[src/rtl/segdac_pkg.sv]
package segdac_pkg;

  // Physical position of the k-th unit cell to switch on, centre outward.
  function automatic int sym_pos(input int k, input int n_units);
    int centre;
    int step;
    centre = (n_units - 1) / 2;
    step   = (k + 1) / 2;
    if ((k % 2) == 1) return centre - step;
    else              return centre + step;
  endfunction

endpackage

[src/rtl/segdac_therm_dec.sv]
module segdac_therm_dec #(
  parameter int MSB_W     = 4,
  parameter int NUM_UNITS = (1 << MSB_W) - 1
) (
  input  logic                 clk,
  input  logic                 rst,
  input  logic                 vld_i,
  input  logic [MSB_W-1:0]     msb_i,
  output logic                 vld_o,
  output logic [NUM_UNITS-1:0] therm_o
);

  logic [NUM_UNITS-1:0] therm_d;

  generate
    for (genvar i = 0; i < NUM_UNITS; i++) begin : g_cmp
      assign therm_d[i] = (msb_i > MSB_W'(i));
    end
  endgenerate

  always_ff @(posedge clk) begin
    if (rst) begin
      vld_o   <= 1'b0;
      therm_o <= '0;
    end else begin
      vld_o <= vld_i;
      if (vld_i) therm_o <= therm_d;
    end
  end

  AST_THERM_COUNT: assert property (@(posedge clk) disable iff (rst)
    vld_i |=> ($countones(therm_o) == int'($past(msb_i))));

endmodule

[src/rtl/segdac_lsb_delay.sv]
module segdac_lsb_delay #(
  parameter int LSB_W = 4,
  parameter int DEPTH = 1
) (
  input  logic             clk,
  input  logic             rst,
  input  logic             vld_i,
  input  logic [LSB_W-1:0] lsb_i,
  output logic             vld_o,
  output logic [LSB_W-1:0] lsb_o
);

  logic [DEPTH-1:0]            vq;
  logic [DEPTH-1:0][LSB_W-1:0] dq;

  always_ff @(posedge clk) begin
    if (rst) begin
      vq <= '0;
      dq <= '0;
    end else begin
      vq[0] <= vld_i;
      if (vld_i) dq[0] <= lsb_i;
      for (int s = 1; s < DEPTH; s++) begin
        vq[s] <= vq[s-1];
        if (vq[s-1]) dq[s] <= dq[s-1];
      end
    end
  end

  assign vld_o = vq[DEPTH-1];
  assign lsb_o = dq[DEPTH-1];

endmodule

[src/rtl/segdac_sym_map.sv]
module segdac_sym_map
  import segdac_pkg::*;
#(
  parameter int NUM_UNITS = 15
) (
  input  logic [NUM_UNITS-1:0] therm_i,
  output logic [NUM_UNITS-1:0] unit_o
);

  generate
    for (genvar k = 0; k < NUM_UNITS; k++) begin : g_place
      localparam int POS = sym_pos(k, NUM_UNITS);
      assign unit_o[POS] = therm_i[k];
    end
  endgenerate

endmodule

[src/rtl/segdac_out_reg.sv]
module segdac_out_reg #(
  parameter int NUM_UNITS = 15,
  parameter int LSB_W     = 4
) (
  input  logic                 clk,
  input  logic                 rst,
  input  logic                 unit_vld_i,
  input  logic                 bin_vld_i,
  input  logic [NUM_UNITS-1:0] unit_i,
  input  logic [LSB_W-1:0]     bin_i,
  output logic [NUM_UNITS-1:0] unit_o,
  output logic [LSB_W-1:0]     bin_o
);

  always_ff @(posedge clk) begin
    if (rst) begin
      unit_o <= '0;
      bin_o  <= '0;
    end else begin
      if (unit_vld_i) unit_o <= unit_i;
      if (bin_vld_i)  bin_o  <= bin_i;
    end
  end

  AST_SEGMENTS_ALIGNED: assert property (@(posedge clk) disable iff (rst)
    unit_vld_i == bin_vld_i);

  AST_HOLD_IDLE: assert property (@(posedge clk) disable iff (rst)
    !unit_vld_i |=> ($stable(unit_o) && $stable(bin_o)));

endmodule

[src/rtl/segdac_ctrl_enc.sv]
module segdac_ctrl_enc #(
  parameter int MSB_W = 4,
  parameter int LSB_W = 4
) (
  input  logic                       clk,
  input  logic                       rst,
  input  logic                       code_vld,
  input  logic [MSB_W+LSB_W-1:0]     code,
  output logic [(1<<MSB_W)-2:0]      unit_en,
  output logic [LSB_W-1:0]           bin_en
);

  localparam int CODE_W    = MSB_W + LSB_W;
  localparam int NUM_UNITS = (1 << MSB_W) - 1;
  localparam int DEC_LAT   = 1;

  logic                 therm_vld;
  logic [NUM_UNITS-1:0] therm;
  logic [NUM_UNITS-1:0] placed;
  logic                 lsb_vld;
  logic [LSB_W-1:0]     lsb_dly;

  segdac_therm_dec #(.MSB_W(MSB_W), .NUM_UNITS(NUM_UNITS)) u_dec (
    .clk(clk), .rst(rst), .vld_i(code_vld), .msb_i(code[CODE_W-1:LSB_W]),
    .vld_o(therm_vld), .therm_o(therm)
  );

  segdac_lsb_delay #(.LSB_W(LSB_W), .DEPTH(DEC_LAT)) u_dly (
    .clk(clk), .rst(rst), .vld_i(code_vld), .lsb_i(code[LSB_W-1:0]),
    .vld_o(lsb_vld), .lsb_o(lsb_dly)
  );

  segdac_sym_map #(.NUM_UNITS(NUM_UNITS)) u_map (
    .therm_i(therm), .unit_o(placed)
  );

  segdac_out_reg #(.NUM_UNITS(NUM_UNITS), .LSB_W(LSB_W)) u_out (
    .clk(clk), .rst(rst), .unit_vld_i(therm_vld), .bin_vld_i(lsb_vld),
    .unit_i(placed), .bin_i(lsb_dly), .unit_o(unit_en), .bin_o(bin_en)
  );

  // Edges seen since reset, saturating at 2, so that $past(...,2) stays within the run.
  logic [1:0] run_age;
  logic       rst_seen;
  always_ff @(posedge clk) begin
    rst_seen <= rst;
    if (rst)                run_age <= 2'd0;
    else if (run_age != 2'd2) run_age <= run_age + 2'd1;
  end

  always_ff @(posedge clk) begin
    if (rst_seen) begin
      AST_RESET_CLEAR: assert (unit_en == '0 && bin_en == '0);
    end
  end

  AST_LATENCY_BIN: assert property (@(posedge clk) disable iff (rst)
    (run_age == 2'd2 && $past(code_vld, 2)) |->
      (bin_en == $past(code[LSB_W-1:0], 2)));

  AST_LATENCY_UNITS: assert property (@(posedge clk) disable iff (rst)
    (run_age == 2'd2 && $past(code_vld, 2)) |->
      ($countones(unit_en) == int'($past(code[CODE_W-1:LSB_W], 2))));

  AST_CENTRE_FIRST: assert property (@(posedge clk) disable iff (rst)
    (unit_en != '0) |-> unit_en[(NUM_UNITS-1)/2]);

endmodule

[config.mk]
export PLATFORM = sky130hd
export DESIGN_NAME = segdac_ctrl_enc
export DESIGN_NICKNAME = d
export VERILOG_FILES = /design/src/rtl/segdac_pkg.sv /design/src/rtl/segdac_therm_dec.sv /design/src/rtl/segdac_lsb_delay.sv /design/src/rtl/segdac_sym_map.sv /design/src/rtl/segdac_out_reg.sv /design/src/rtl/segdac_ctrl_enc.sv
export SDC_FILE = /design/constraint.sdc
export NUM_CORES = 1
export LEC_CHECK = 0
export ABC_CLOCK_PERIOD_IN_PS = 1100
export CAP_MARGIN = 10
export CELL_PAD_IN_SITES_DETAIL_PLACEMENT = 0
export CELL_PAD_IN_SITES_GLOBAL_PLACEMENT = 1
export CORE_ASPECT_RATIO = 2
export CORE_MARGIN = 2
export CORE_UTILIZATION = 46
export DETAILED_ROUTE_END_ITERATION = 6
export DONT_BUFFER_PORTS = 1
export HOLD_SLACK_MARGIN = 0.03
export PLACE_DENSITY_LB_ADDON = 0.2
export SLEW_MARGIN = 20
export SYNTH_ARGS = -nofsm -noshare
export SYNTH_HDL_FRONTEND = slang
export SYNTH_SLANG_ARGS = --single-unit
[constraint.sdc]
create_clock -name clk -period 1.1 [get_ports clk]
set_input_delay 0.22 -clock clk [delete_from_list [all_inputs] [get_ports clk]]
set_output_delay 0.22 -clock clk [all_outputs]
set_load 0.005 [all_outputs]
==> metrics.txt <==
sequential area share after synthesis between 50% and 60%; Avg Vias per Cell about 5.5; share of layout cells above drive strength 1 9.22%; CP peak stage delay 380 ps; H-tree levels 2; largest net degree at the start of global routing 40; nets about 150; Tmin final 911 ps; Synth top cells by count dfxtp_1 (39), nor2_1 (35), mux2i_1 (24), a211oi_1 (5), buf_2 (5); clock root buffer master clkbuf_8; #FFs+latches synth 39; Worst Max-Slew Pin Slew ~280 ps; endpoints failing hold 5; CTS buffer count 5; DR iter-0 viols 11; # Max-Cap Violations 0; CP cell instances buf_12, mux2i_1, nor2_1; Fillers 302; CP max stage cell dfxtp_1; cell taking the most area after synthesis dfxtp_1; clk_skew 2.82 ps; crit path capture type flop; antenna violations before repair 0; Die Ht 84.0 µm; post-CTS resize count 0; static leakage 0.610 nW; post-cts hold buffer count 1; register area approximately 780 µm²; Setup TNS 0 ps; hpwl dp between 1.5 and 2 mm; drt pass-1 iters 4; Antenna Nets Post-Route 0; Initial Util a little under half; IO buf count 0; first-pass GRT wire length about 4.4 mm; Detailed Route WL ~2.6 mm; Yosys Warn Count 0; most frequent cell after synthesis dfxtp_1; Placement Rows 29; clk buf depth 2; Setup CP Type reg -> reg; Clock Latency Late Sink 290 ps; Post-Syn Instances between 100 and 150; unrepaired setup endpoints after global routing false; worst vdd ir ~1100 µV; Hold WC Path Type in -> reg; Post-Place Setup Slack between 150 and 200 ps; Avg Synthesized Cell Area ~10 µm²; Setup WS post-layout 189 ps; DIE AREA about 3700 µm²; Placement Cell Area 1440 µm²; Synth Flop Type dfxtp_1; data arrival time of the critical path between 1000 and 1500 ps; Worst Path Required between 1000 and 1500 ps; crit-path max FO 14; Syn Nets around 150; number of global-route vias before repair roughly 980; Final Cell Area 1570 µm²; GPL Wtd Cong approximately 0.65; routed wire length per instance about 15 µm; post-synth top area share a little over half; multi-input logic area slightly below 600 µm²; Startpoint Class flop; Slew Viols, Final 0; Antenna diodes 0; detailed-route DRC error count 0; synthesized area 1470 µm²; worst hold margin -6.67 ps; via count about 950; Sink Count 39; Total Routing Usage GR between 10% and 20%; Power Dens Cells 1820 nW/µm²; failing checks negative hold slack; DP Cell Count ~160; largest cells by area after synthesis dfxtp_1 (53%), mux2i_1 (16%), nor2_1 (8.9%); CTS tree built; clock slew at reported path FFs 70 ps; non-filler cells in the finished layout around 170; number of flops mapped to enable cells by yosys 0; Die Wd around 44 µm; ys async rst share 0%; Tot Pwr 0.00286 W; Final setup viols 0; setup bufs post-CTS 0; status finished with violations; area delta synth->final 6.89%; period utilisation layout between 80% and 90%; grt total ovfl 0; Rel. slew slack 81.3%; max frequency between 1 and 1.5 GHz; Synth cell types 25; core area between 3000 and 4000 µm²; # IOs 30
final cells by class:
class,count,share of cell area [%]
Sequential cell,39,49.7
Multi-Input combinational cell,91,38.0
Clock buffer,6,5.25
Tap cell,31,2.47
Timing Repair Buffer,3,2.39
Clock inverter,2,2.23
path summary, 6_finish.rpt:
path | from | to | slack [ps] | cells after the start
worst max-delay path | u_dec.vld_o$_SDFF_PP0_ | u_out.unit_o[0]$_SDFFE_PP0P_ | 190 | 3
worst min-delay path | rst | u_out.unit_o[14]$_SDFFE_PP0P_ | -7 | 1
worst max register to register | u_dec.vld_o$_SDFF_PP0_ | u_out.unit_o[0]$_SDFFE_PP0P_ | 190 | 3
worst min register to register | u_dec.therm_o[13]$_SDFFE_PP0P_ | u_dec.therm_o[13]$_SDFFE_PP0P_ | 470 | 2
sequential cells by signal, summed over array words and instances (netlist names):
name and flops:
u_dly.lsb_o 4, u_dec.therm_o 15, u_out.bin_o 4, u_out.unit_o 15, u_dec.vld_o 1
routing by layer:
metal | vias to the layer above | share of wire (%) | global-route usage (%)
met2 | 25 | 50 | 24.2
met4 | 0 | 2.9 | 9.09
met1 | 440 | 41 | 18.4
met3 | 6 | 6.3 | 6.49
li1 | 481 | - | -
met5 | - | 0 | 0
power breakdown:
part / leakage (nW) / switching [W] / total [W] / internal [W]
Clock: 0.0612 / 0.000472 / 0.00121 / 0.000733
Combinational: 0.230 / 0.0000614 / 0.000145 / 0.0000835
Sequential: 0.319 / 0.0000367 / 0.00151 / 0.00147
placed cells by master, fill, tap and decap left out:
cell            n
clkbuf_8        6
nor3_1          1
o21ai_0         1
nor2b_2         1
nand4_1         1
mux2i_1        24
nand2b_1        4
buf_12          1
clkinv_2        1
a2111oi_2       2
nand2_1         2
nand3_1         2
a211oi_1        5
nor3b_1         1
nor2_1         35
a41o_1          1
o2111ai_1       1
dfxtp_1        39
a311oi_1        2
nor2b_1         2
o211ai_1        1
bufinv_16       1
dlygate4sd3_1   1
buf_4           1
and2_1          1
a21oi_1         4
critical path, delay by kind of cell (launching register included):
kind                   cells  cell delay [ps]
multiplexers               1              200
flip-flops                 1              380
AND/OR/NAND/NOR            1               60
buffers and inverters      1              170
per-stage QoR:
step	util [%]	hold slack (ps)
floorplan	-	303
CTS	50.4	-21.0
detailed placement	46.3	296
global route	50.4	-21.1
finish	50.4	-6.67
global placement	46.3	294
cell families (layout without fill, tap and decap cells):
kind of cell / count (synthesis) / after routing / share of synthesized area, %
simple gates: 50 / 50 / 15.0
buf+inv: 12 / 11 / 6.30
mux: 24 / 24 / 16.3
flops: 39 / 39 / 53.1
compound gates: 17 / 17 / 9.28
Power figures use the tool's default switching activity.
